===== src/rtl/axi_reorder_pkg.sv =====
package axi_reorder_pkg;
  localparam int CACHE_W   = 4;
  localparam int CACHE_MOD = 1;  // bit that marks a request cacheable
  localparam int RESP_W    = 2;

  function automatic logic is_cacheable(input logic [CACHE_W-1:0] attr);
    return attr[CACHE_MOD];
  endfunction
endpackage


===== src/rtl/reorder_router.sv =====
module reorder_router (
  input  logic up_valid,
  input  logic cacheable,
  input  logic slot_free,
  input  logic cc_ready,
  input  logic io_ready,
  output logic cc_valid,
  output logic io_valid,
  output logic up_ready
);
  always_comb begin
    cc_valid = up_valid && slot_free && cacheable;
    io_valid = up_valid && slot_free && !cacheable;
    up_ready = slot_free && (cacheable ? cc_ready : io_ready);
  end
endmodule


===== src/rtl/reorder_tag_ring.sv =====
module reorder_tag_ring
  import axi_reorder_pkg::*;
#(
  parameter int TAGS   = 8,
  parameter int ID_W   = 4,
  parameter int DATA_W = 32,
  localparam int TAG_W = $clog2(TAGS),
  localparam int CNT_W = $clog2(TAGS + 1)
) (
  input  logic              clk,
  input  logic              rst_n,
  input  logic              alloc,
  input  logic [ID_W-1:0]   alloc_id,
  input  logic              alloc_wr,
  output logic [TAG_W-1:0]  alloc_tag,
  output logic              slot_free,
  input  logic              cc_hit,
  input  logic [TAG_W-1:0]  cc_tag,
  input  logic [DATA_W-1:0] cc_data,
  input  logic [RESP_W-1:0] cc_resp,
  input  logic              io_hit,
  input  logic [TAG_W-1:0]  io_tag,
  input  logic [DATA_W-1:0] io_data,
  input  logic [RESP_W-1:0] io_resp,
  input  logic              rd_ready,
  input  logic              wr_ready,
  output logic              rd_valid,
  output logic [ID_W-1:0]   rd_id,
  output logic [DATA_W-1:0] rd_data,
  output logic [RESP_W-1:0] rd_resp,
  output logic              wr_valid,
  output logic [ID_W-1:0]   wr_id,
  output logic [RESP_W-1:0] wr_resp
);
  logic [TAG_W-1:0]  head_q, head_d, tail_q, tail_d;
  logic [CNT_W-1:0]  cnt_q, cnt_d;
  logic [TAGS-1:0]   done_q, done_d;
  logic [ID_W-1:0]   id_q   [TAGS];
  logic [TAGS-1:0]   wr_q;
  logic [DATA_W-1:0] data_q [TAGS];
  logic [RESP_W-1:0] resp_q [TAGS];
  logic head_ok, release_go;

  assign alloc_tag = tail_q;
  assign slot_free = (cnt_q != CNT_W'(TAGS));
  assign head_ok   = (cnt_q != '0) && done_q[head_q];

  always_comb begin
    rd_valid   = head_ok && !wr_q[head_q];
    wr_valid   = head_ok &&  wr_q[head_q];
    rd_id      = id_q[head_q];
    wr_id      = id_q[head_q];
    rd_data    = data_q[head_q];
    rd_resp    = resp_q[head_q];
    wr_resp    = resp_q[head_q];
    release_go = (rd_valid && rd_ready) || (wr_valid && wr_ready);
  end

  always_comb begin
    head_d = release_go ? head_q + 1'b1 : head_q;
    tail_d = alloc ? tail_q + 1'b1 : tail_q;
    cnt_d  = cnt_q;
    if (alloc && !release_go) cnt_d = cnt_q + 1'b1;
    else if (!alloc && release_go) cnt_d = cnt_q - 1'b1;
    for (int i = 0; i < TAGS; i++) begin
      done_d[i] = done_q[i];
      if (cc_hit && cc_tag == TAG_W'(i)) done_d[i] = 1'b1;
      if (io_hit && io_tag == TAG_W'(i)) done_d[i] = 1'b1;
      if (release_go && head_q == TAG_W'(i)) done_d[i] = 1'b0;
      if (alloc && tail_q == TAG_W'(i)) done_d[i] = 1'b0;
    end
  end

  always_ff @(posedge clk or negedge rst_n) begin
    if (!rst_n) begin
      head_q <= '0;
      tail_q <= '0;
      cnt_q  <= '0;
      done_q <= '0;
    end else begin
      head_q <= head_d;
      tail_q <= tail_d;
      cnt_q  <= cnt_d;
      done_q <= done_d;
    end
  end

  for (genvar g = 0; g < TAGS; g++) begin : g_slot
    always_ff @(posedge clk) begin
      if (alloc && tail_q == TAG_W'(g)) begin
        id_q[g] <= alloc_id;
        wr_q[g] <= alloc_wr;
      end
      if (io_hit && io_tag == TAG_W'(g)) begin
        data_q[g] <= io_data;
        resp_q[g] <= io_resp;
      end else if (cc_hit && cc_tag == TAG_W'(g)) begin
        data_q[g] <= cc_data;
        resp_q[g] <= cc_resp;
      end
    end
  end
endmodule


===== src/rtl/reorder_bypass.sv =====
module reorder_bypass
  import axi_reorder_pkg::*;
#(
  parameter int ID_W   = 4,
  parameter int DATA_W = 32
) (
  input  logic              cc_valid,
  input  logic              cc_write,
  input  logic [ID_W-1:0]   cc_tag,
  input  logic [DATA_W-1:0] cc_data,
  input  logic [RESP_W-1:0] cc_resp,
  output logic              cc_ready,
  input  logic              io_valid,
  input  logic              io_write,
  input  logic [ID_W-1:0]   io_tag,
  input  logic [DATA_W-1:0] io_data,
  input  logic [RESP_W-1:0] io_resp,
  output logic              io_ready,
  input  logic              rd_ready,
  input  logic              wr_ready,
  output logic              rd_valid,
  output logic [ID_W-1:0]   rd_id,
  output logic [DATA_W-1:0] rd_data,
  output logic [RESP_W-1:0] rd_resp,
  output logic              wr_valid,
  output logic [ID_W-1:0]   wr_id,
  output logic [RESP_W-1:0] wr_resp
);
  logic io_r, io_w, cc_r, cc_w;
  always_comb begin
    io_r     = io_valid && !io_write;
    io_w     = io_valid &&  io_write;
    cc_r     = cc_valid && !cc_write;
    cc_w     = cc_valid &&  cc_write;
    rd_valid = io_r || cc_r;
    rd_id    = io_r ? io_tag  : cc_tag;
    rd_data  = io_r ? io_data : cc_data;
    rd_resp  = io_r ? io_resp : cc_resp;
    wr_valid = io_w || cc_w;
    wr_id    = io_w ? io_tag  : cc_tag;
    wr_resp  = io_w ? io_resp : cc_resp;
    io_ready = io_write ? wr_ready : rd_ready;
    cc_ready = cc_write ? (wr_ready && !io_w) : (rd_ready && !io_r);
  end
endmodule


===== src/rtl/axi_reorder_unit.sv =====
module axi_reorder_unit
  import axi_reorder_pkg::*;
#(
  parameter int  TAGS   = 8,
  parameter int  ID_W   = 4,
  parameter int  ADDR_W = 16,
  parameter int  DATA_W = 32,
  parameter bit  BYPASS = 1'b0,
  localparam int TAG_W  = $clog2(TAGS)
) (
  input  logic              clk,
  input  logic              rst_n,
  input  logic              up_req_valid,
  output logic              up_req_ready,
  input  logic              up_req_write,
  input  logic [ID_W-1:0]   up_req_id,
  input  logic [ADDR_W-1:0] up_req_addr,
  input  logic [3:0]        up_req_cache,
  input  logic [DATA_W-1:0] up_req_wdata,
  output logic              cc_req_valid,
  input  logic              cc_req_ready,
  output logic              cc_req_write,
  output logic [ID_W-1:0]   cc_req_tag,
  output logic [ADDR_W-1:0] cc_req_addr,
  output logic [DATA_W-1:0] cc_req_wdata,
  output logic              io_req_valid,
  input  logic              io_req_ready,
  output logic              io_req_write,
  output logic [ID_W-1:0]   io_req_tag,
  output logic [ADDR_W-1:0] io_req_addr,
  output logic [DATA_W-1:0] io_req_wdata,
  input  logic              cc_cpl_valid,
  output logic              cc_cpl_ready,
  input  logic              cc_cpl_write,
  input  logic [ID_W-1:0]   cc_cpl_tag,
  input  logic [DATA_W-1:0] cc_cpl_data,
  input  logic [1:0]        cc_cpl_resp,
  input  logic              io_cpl_valid,
  output logic              io_cpl_ready,
  input  logic              io_cpl_write,
  input  logic [ID_W-1:0]   io_cpl_tag,
  input  logic [DATA_W-1:0] io_cpl_data,
  input  logic [1:0]        io_cpl_resp,
  output logic              up_rd_valid,
  input  logic              up_rd_ready,
  output logic [ID_W-1:0]   up_rd_id,
  output logic [DATA_W-1:0] up_rd_data,
  output logic [1:0]        up_rd_resp,
  output logic              up_wr_valid,
  input  logic              up_wr_ready,
  output logic [ID_W-1:0]   up_wr_id,
  output logic [1:0]        up_wr_resp
);
  logic            slot_free;
  logic [ID_W-1:0] fwd_tag;
  logic            accept;
  logic            unused_bits;

  reorder_router u_route (
    .up_valid  (up_req_valid),
    .cacheable (is_cacheable(up_req_cache)),
    .slot_free (slot_free),
    .cc_ready  (cc_req_ready),
    .io_ready  (io_req_ready),
    .cc_valid  (cc_req_valid),
    .io_valid  (io_req_valid),
    .up_ready  (up_req_ready)
  );

  assign accept       = up_req_valid && up_req_ready;
  assign cc_req_write = up_req_write;
  assign io_req_write = up_req_write;
  assign cc_req_addr  = up_req_addr;
  assign io_req_addr  = up_req_addr;
  assign cc_req_wdata = up_req_wdata;
  assign io_req_wdata = up_req_wdata;
  assign cc_req_tag   = fwd_tag;
  assign io_req_tag   = fwd_tag;

  if (BYPASS) begin : g_pass
    assign slot_free   = 1'b1;
    assign fwd_tag     = up_req_id;
    assign unused_bits = ^{accept, up_req_cache};
    reorder_bypass #(.ID_W(ID_W), .DATA_W(DATA_W)) u_pass (
      .cc_valid (cc_cpl_valid), .cc_write (cc_cpl_write), .cc_tag (cc_cpl_tag),
      .cc_data  (cc_cpl_data),  .cc_resp  (cc_cpl_resp),  .cc_ready (cc_cpl_ready),
      .io_valid (io_cpl_valid), .io_write (io_cpl_write), .io_tag (io_cpl_tag),
      .io_data  (io_cpl_data),  .io_resp  (io_cpl_resp),  .io_ready (io_cpl_ready),
      .rd_ready (up_rd_ready),  .wr_ready (up_wr_ready),
      .rd_valid (up_rd_valid),  .rd_id    (up_rd_id),     .rd_data  (up_rd_data),
      .rd_resp  (up_rd_resp),   .wr_valid (up_wr_valid),  .wr_id    (up_wr_id),
      .wr_resp  (up_wr_resp)
    );
  end else begin : g_order
    logic [TAG_W-1:0] ring_tag;
    assign fwd_tag      = ID_W'(ring_tag);
    assign cc_cpl_ready = 1'b1;
    assign io_cpl_ready = 1'b1;
    assign unused_bits  = ^{cc_cpl_write, io_cpl_write, cc_cpl_tag, io_cpl_tag, up_req_cache};
    reorder_tag_ring #(.TAGS(TAGS), .ID_W(ID_W), .DATA_W(DATA_W)) u_ring (
      .clk       (clk),
      .rst_n     (rst_n),
      .alloc     (accept),
      .alloc_id  (up_req_id),
      .alloc_wr  (up_req_write),
      .alloc_tag (ring_tag),
      .slot_free (slot_free),
      .cc_hit    (cc_cpl_valid),
      .cc_tag    (cc_cpl_tag[TAG_W-1:0]),
      .cc_data   (cc_cpl_data),
      .cc_resp   (cc_cpl_resp),
      .io_hit    (io_cpl_valid),
      .io_tag    (io_cpl_tag[TAG_W-1:0]),
      .io_data   (io_cpl_data),
      .io_resp   (io_cpl_resp),
      .rd_ready  (up_rd_ready),
      .wr_ready  (up_wr_ready),
      .rd_valid  (up_rd_valid),
      .rd_id     (up_rd_id),
      .rd_data   (up_rd_data),
      .rd_resp   (up_rd_resp),
      .wr_valid  (up_wr_valid),
      .wr_id     (up_wr_id),
      .wr_resp   (up_wr_resp)
    );
  end
endmodule


===== config.mk =====
export PLATFORM = sky130hd
export DESIGN_NAME = axi_reorder_unit
export DESIGN_NICKNAME = d
export VERILOG_FILES = /design/src/rtl/axi_reorder_pkg.sv /design/src/rtl/reorder_router.sv /design/src/rtl/reorder_tag_ring.sv /design/src/rtl/reorder_bypass.sv /design/src/rtl/axi_reorder_unit.sv
export SDC_FILE = /design/constraint.sdc
export NUM_CORES = 1
export LEC_CHECK = 0
export BUFFER_PORTS_ARGS = -buffer_cell sky130_fd_sc_hd__clkbuf_2
export CORE_MARGIN = 2
export CORE_UTILIZATION = 51
export CTS_CLUSTER_SIZE = 14
export DETAILED_ROUTE_END_ITERATION = 16
export GPL_TIMING_DRIVEN = 1
export PLACE_DENSITY_LB_ADDON = 0.2
export SYNTH_ARGS = -nofsm -noshare
export SYNTH_HDL_FRONTEND = slang
export SYNTH_SLANG_ARGS = --single-unit

===== constraint.sdc =====
create_clock -name clk -period 2.9 [get_ports clk]
set_input_delay 0.145 -clock clk [delete_from_list [all_inputs] [get_ports clk]]
set_output_delay 0.145 -clock clk [all_outputs]
set_load 0.03 [all_outputs]

==> results.md, run 1 <==
- Most used DFF post-synth: edfxtp_1
- Layout Skew: 0.00250 ns
- Peak supply drop: 0.608 mV
- TritonRoute pass-1 iters: 5
- Crit path launch: g_order.u_ring.head_q[0]$_DFFE_PN0P_
- Pwr/cell area: 843 mW/mm²
- Unique masters post-synth: 37
- Io pins: 301
- R2R Path Start: g_order.u_ring.head_q[0]$_DFFE_PN0P_
- Worst EP arrival: 3.22 ns
- Final Cycle Share: 0.978
- Cell area after layout: 0.0189 mm²
- Top sig layer: met5
- Syn Inst Count: 1088
- Worst EP required: 3.28 ns
- Met3 routed WL: 2710 µm
- Starting Density: 0.520
- Sequential area share after synthesis: 0.577
- Clock-pin slew on the worst setup and hold paths: 0.06 ns
- Layout area overhead: 11.3%
- First-pass GRT wire length: 58800 µm
- Setup Viol. Count Final: 0
- Wire length on met1: 16600 µm
- Final core occ: 0.579
- Number of port buffers: 145
- Most frequent cells in the layout: 312 x edfxtp_1, 274 x mux2_2, 145 x clkbuf_2
- Placed inst area: 0.0177 mm²
- Crit path max fanout: 7
- Final hold vios: 0
- Post-synth ARST share: 0.0545
- MaxCap Viol Count: 0
- WS Path Type: register to register
- CTS buffer count: 36
- Startpoint types: register
- Remaining antenna violation count: 0
- Die height: 187 µm
- Most common cell after layout, fill and taps aside: edfxtp_1
- Root buf cell: clkbuf_16
- Largest stage delay on the critical path: 0.54 ns
- H-tree Lvls: 2
- Post-route minimum period: 2.84 ns
- Fmax: 353 MHz
- Core area: 0.0327 mm²
- Via count: 9383
- Static Leakage: 6.88 nW
- Layout cells sized above 1: 0.515
- GRT Util Overall: 0.222
- Avg Cell Area, Syn: 15.6 µm²
- Sink Count: 330
- Headroom to the max-slew limit: 0.516
- Hold_sp: io_cpl_data[14]
- Flops & latches, synth: 330
- NumNets Final: 1307
- Vias per cell: 5.80
- Gpl congestion: 0.779
- Vias in the first global route: 9840
- Drt wl/cell: 23.9 µm
- Pin count of the biggest net entering global routing: 44
- CTS tree: built
- Worst skew pair latency: 0.49 ns
- CTS Buffer Depth: 3
- Unrepaired setup endpoints after global routing: yes
- Hold/Removal Path Class: input port to register
- Overall routed net length: 38600 µm
- Slew of the pin with the lowest slew margin: 0.725 ns
- Floorplan row count: 66
- EDFF count, synth: 312
- Status: finished clean
- Routed wl met2: 18600 µm
- DRC: 0
- DP HPWL: 21700 µm
- Critical path's slowest cell: dfrtp_4
- CP cell instances: mux2i_1 -> mux4_2 -> mux2i_2 -> nor2_1 -> inv_1 -> ha_2 -> inv_2 -> ha_4 -> a21o_1 -> a21oi_2 -> xnor2_1 -> nor2_1 -> xnor2_1
- Post-synthesis cell area: 0.0170 mm²
- Slew Limit Fails: 0
- Total grt overflow: 0
- Die X: 187 µm
- Drt initial violations: 697
- CP endpoint kind: register
- Die area: 0.0348 mm²
- YS warnings: 0
- Antenna violations before repair: 4
-- state kept, by name, indices dropped and copies added (netlist names) --
signal	flops
g_order.u_ring.alloc_tag	3
g_order.u_ring.cnt_q	4
g_order.u_ring.data_q	256
g_order.u_ring.done_q	8
g_order.u_ring.head_q	3
g_order.u_ring.id_q	32
g_order.u_ring.resp_q	16
g_order.u_ring.wr_q	8
-- worst paths after layout --
path	end	slack (ns)	cells past startpoint
max	g_order.u_ring.cnt_q[3]$_DFFE_PN0P_	0.06	13
min	g_order.u_ring.data_q[7][14]$_DFFE_PP_	0.05	2
max reg2reg	g_order.u_ring.cnt_q[3]$_DFFE_PN0P_	0.06	13
min reg2reg	g_order.u_ring.cnt_q[2]$_DFFE_PN0P_	0.54	2
max in group asynchronous	g_order.u_ring.head_q[0]$_DFFE_PN0P_	2.39	2
min in group asynchronous	g_order.u_ring.cnt_q[2]$_DFFE_PN0P_	0.14	2
-- report_power, final --
group / internal, mW / switching, mW
registers: 5.68 / 0.197
logic: 2.33 / 3.48
clock network: 2.50 / 1.78
total: 10.5 / 5.46
-- worst max-delay path: cells and delay by family (launching register included) --
| family | cells | cell delay, ns |
|---|---|---|
| adders and majority gates | 2 | 0.39 |
| buffers and inverters | 2 | 0.17 |
| xor gates and xnor gates | 2 | 0.24 |
| AOI/OAI and AO/OA | 2 | 0.30 |
| DFF | 1 | 0.54 |
| muxes | 3 | 0.87 |
| and+or+nand+nor | 2 | 0.21 |
-- metrics by stage --
step           std cells  setup TNS, ns  hold WS, ns  power [mW]  setup WS [ns]
2_1_floorplan       1090         -66.05       -0.151        10.5         -0.381
3_3_place_gp        1541              0        0.117        11.7         0.0620
6_report            1617              0       0.0492        16.0         0.0640
5_1_grt             1614         -0.156       0.0481        16.7         -0.146
4_1_cts             1611              0       0.0309        16.1         0.0150
3_5_place_dp        1541              0        0.125        11.7        0.00403
-- final cells by class --
type	instances	area (µm²)
inverters	10	37.5
well taps	442	553
diodes	3	7.51
clock inverters	14	87.6
repair buffers	185	1210
fillers	2668	13800
flip-flops and latches	330	9830
multi-input cells	584	6210
clock buffers	49	1000
-- Yosys cell counts (all sizes together) (9+ instances only) --
cell type | instances | share of area
buf | 134 | 0.056
clkbuf | 32 | 0.0071
dfrtp | 18 | 0.026
edfxtp | 312 | 0.55
ha | 15 | 0.011
inv | 9 | 0.0020
mux2 | 274 | 0.18
mux4 | 79 | 0.10
nand2 | 129 | 0.028
nor2 | 15 | 0.0033
o21ai | 10 | 0.0029
-- timing repair --
action                                  4_1_cts  5_1_grt
gates cloned                                  0        0
resized for setup                             4        5
hold buffers                                  6        0
setup buffers                                 1        3
endpoints found under the hold margin        58        0
pin swaps                                     0        5
endpoints found under the setup margin       22       14
-- routing by layer --
metal  track usage  up-vias
li1              -     4198
met1         0.305     4831
met2         0.358      278
met3        0.0536       74
met4        0.0534        2
met5             0        -
-- logic make-up after synthesis --
logic type      count (synthesis)  synth area share
mux                           360             0.290
simple gates                  172            0.0418
fa+ha+maj                      16            0.0122
other cells                     2          0.000441
buf+inv                       176            0.0653
flops                         330             0.577
compound gates                 26            0.0101
xor+xnor                        6           0.00309
Power figures use the tool's default switching activity.
==> run 2, diff against run 1 <==
--- a/config.mk
+++ b/config.mk
@@ -8,5 +8,6 @@
 export BUFFER_PORTS_ARGS = -buffer_cell sky130_fd_sc_hd__clkbuf_2
 export CORE_MARGIN = 2
-export CORE_UTILIZATION = 51
+export CORE_UTILIZATION = 53
+export CTS_BUF_LIST = sky130_fd_sc_hd__clkbuf_8
 export CTS_CLUSTER_SIZE = 14
 export DETAILED_ROUTE_END_ITERATION = 16
==> constraint.sdc (replaced) <==
create_clock -name clk -period 2.9 [get_ports clk]
set_input_delay 0.29 -clock clk [delete_from_list [all_inputs] [get_ports clk]]
set_output_delay 0.29 -clock clk [all_outputs]
set_load 0.03 [all_outputs]
==> results.md, run 2 (synthesis gave the netlist of run 1 again) <==
- Die X: 183 µm (-1.9%)
- H-tree Lvls: 2 (unchanged)
- Drt initial violations: 690 (-1.0%)
- CP cell instances: buf_6 -> mux4_2 -> nand2_1 -> a22o_1 -> nor2_1 -> inv_1 -> ha_2 -> inv_2 -> ha_1 -> a21o_1 -> a21oi_2 -> xnor2_1 -> nor2_1 -> xnor2_1
- Remaining antenna violation count: 0 (unchanged)
- Final core occ: 0.592 (+0.0133)
- Floorplan row count: 65 (-1.5%)
- Hold EP: g_order.u_ring.wr_q[0]$_DFFE_PP_
- Cell area after layout: 0.0187 mm² (-1.3%)
- Pin count of the biggest net entering global routing: 44 (unchanged)
- Most common cell after layout, fill and taps aside: edfxtp_1
- Layout cells sized above 1: 0.512 (-0.00292)
- Final cell count without fillers: 1614 (-0.19%)
- DP HPWL: 22400 µm (+3.3%)
- CTS buffer count: 55 (+53%)
- Status: finished clean
- Worst skew pair latency: 0.57 ns (+0.08 ns)
- Crit path max fanout: 6 (-1)
- CP endpoint kind: register
- Clock-pin slew on the worst setup and hold paths: 0.06 ns (about the same)
- Slew Limit Fails: 0 (unchanged)
- NumNets Final: 1326 (+1.5%)
- Reg2Reg Depth: 14 (+1)
- Unrepaired setup endpoints after global routing: yes
- Setup Viol. Count Final: 0 (unchanged)
- Hold/Removal Path Class: input port to register
- TritonRoute pass-1 iters: 5 (unchanged)
- Pwr/cell area: 822 mW/mm² (-2.5%)
- Fmax: 354 MHz (+0.33%)
- Number of port buffers: 145 (unchanged)
- Headroom to the max-slew limit: 0.321 (-0.195)
- Cells after DPL: 1501 (-2.6%)
- Sink Count: 330 (unchanged)
- Pre-CTS setup slack: 0.0194 ns (+0.0154 ns)
- Via count: 9391 (+0.085%)
- Slew of the pin with the lowest slew margin: 1.01 ns (+0.289 ns)
- DRC: 0 (unchanged)
- Core area: 0.0316 mm² (-3.5%)
- Setup WS post-layout: 0.0734 ns (+0.00932 ns)
- Max reg flops: 256 (unchanged)
- WS Path Type: register to register
- Regs by FF count: g_order.u_ring.data_q (256), g_order.u_ring.id_q (32), g_order.u_ring.resp_q (16)
- Top reg by flops: g_order.u_ring.data_q
- First-pass GRT wire length: 59100 µm (+0.56%)
- Gpl congestion: 0.804 (+3.2%)
- Final hold vios: 0 (unchanged)
- Largest stage delay on the critical path: 0.53 ns (about the same)
- Hold Path Depth: 1 (-1)
- Post-route minimum period: 2.83 ns (-0.00932 ns)
- Total grt overflow: 0 (unchanged)
- Placed inst area: 0.0176 mm² (-0.49%)
- Multi-input gate area: 0.00620 mm² (-0.26%)
- Final Cycle Share: 0.975 (-0.00321)
- Drt wl/cell: 24.3 µm (+1.7%)
- Layout area overhead: 9.86%
- Die height: 183 µm (-1.9%)
- Vias in the first global route: 9988 (+1.5%)
- Io pins: 301 (unchanged)
- Critical path's slowest cell: mux4_2
- Worst EP arrival: 3.28 ns (+0.06 ns)
- CTS tree: built
- Startpoint types: register
- Fillcell total: 2517 (-5.7%)
- Root buf cell: clkbuf_8
- Starting Density: 0.539 (+0.0189)
- Worst EP required: 3.36 ns (+0.08 ns)
- Die area: 0.0336 mm² (-3.7%)
- Hold_sp: up_req_write
- Most frequent cells in the layout: 312 x edfxtp_1, 274 x mux2_2, 145 x clkbuf_2
- Static Leakage: 6.90 nW (+0.27%)
- Overall routed net length: 39200 µm (+1.5%)
- R2R setup slack: 0.07 ns (about the same)
- Layout Skew: 0.00790 ns (+0.00540 ns)
- CTS Buffer Depth: 3 (unchanged)
- Peak supply drop: 0.524 mV (-14%)
- Vias per cell: 5.82 (+0.27%)
- Reg area: 0.00983 mm² (unchanged)
- GRT Util Overall: 0.236 (+0.0142)
- Reg2reg end: g_order.u_ring.cnt_q[3]$_DFFE_PN0P_
- Antenna violations before repair: 7 (+3)
- R2R Path Start: g_order.u_ring.head_q[0]$_DFFE_PN0P_
- MaxCap Viol Count: 0 (unchanged)
-- run 2: cell types whose count changed in the layout (fill, tap and decap cells not counted), sizes merged --
cell         previous run  this run
inv                    10        31
clkbuf                195       202
clkinv                 13        20
buf                    33        35
bufinv                  1         0
clkinvlp                0         1
diode                   3         4
dlygate4sd3             6         5
-- run 2: layer usage --
metal | track usage | vias to the layer above | share of wire
met1 | 0.317 | 4744 | 0.43
met2 | 0.382 | 291 | 0.48
met4 | 0.0851 | 6 | 0.027
li1 | - | 4243 | -
met5 | 0 | - | 0.00089
met3 | 0.0516 | 107 | 0.062
-- run 2: critical path, delay by kind of cell (launching register included) --
| family | cells | cell delay (ns) |
|---|---|---|
| compound gates | 3 | 0.51 |
| xor+xnor | 2 | 0.24 |
| buf+inv | 3 | 0.29 |
| fa+ha+maj | 2 | 0.46 |
| mux | 1 | 0.53 |
| flops | 1 | 0.48 |
| simple gates | 3 | 0.22 |
-- run 2: cell type report --
class	count	area share
clock inverters	42	0.00903
clock buffers	57	0.0420
repair buffers	185	0.0624
diodes	4	0.000535
flip-flops and latches	330	0.526
well taps	402	0.0269
multi-input cells	584	0.331
inverters	10	0.00201
-- run 2: where the power goes --
| part | internal, mW | switching [mW] | total (mW) |
|---|---|---|---|
| clock network | 1.81 | 1.84 | 3.65 |
| registers | 5.68 | 0.194 | 5.87 |
| logic | 2.32 | 3.51 | 5.84 |
-- run 2: repair_timing --
| item | 4_1_cts | 5_1_grt |
|---|---|---|
| hold buffers | 5 | 0 |
| gates resized for setup | 4 | 5 |
| buffers inserted | 0 | 5 |
| hold endpoints to repair | 50 | 0 |
| endpoints found under the setup margin | 39 | 20 |
| pin swaps | 1 | 2 |
-- run 2: how the worst max path moves through the flow --
stage | startpoint | to | slack [ns] | depth (start not counted)
floorplan | cc_cpl_tag[1] | g_order.u_ring.data_q[1][0]$_DFFE_PP_ | -0.53 | 2
global placement | g_order.u_ring.head_q[0]$_DFFE_PN0P_ | g_order.u_ring.cnt_q[3]$_DFFE_PN0P_ | 0.06 | 13
detailed placement | g_order.u_ring.head_q[0]$_DFFE_PN0P_ | g_order.u_ring.cnt_q[3]$_DFFE_PN0P_ | 0.02 | 13
CTS | g_order.u_ring.head_q[0]$_DFFE_PN0P_ | up_rd_data[23] | -0.003 | 5
global route | g_order.u_ring.head_q[0]$_DFFE_PN0P_ | g_order.u_ring.cnt_q[3]$_DFFE_PN0P_ | -0.08 | 14
finish | g_order.u_ring.head_q[0]$_DFFE_PN0P_ | g_order.u_ring.cnt_q[3]$_DFFE_PN0P_ | 0.07 | 14
-- run 2: metrics by stage --
step | hold WS [ns] | power, mW | setup TNS, ns
4_1_cts | 0.0341 | 15.4 | -0.00571
6_report | 0.0725 | 15.4 | 0
3_5_place_dp | 0.276 | 11.8 | 0
5_1_grt | 0.0561 | 16.1 | -0.393
2_1_floorplan | -0.00559 | 10.5 | -91.43
3_3_place_gp | 0.273 | 11.7 | 0
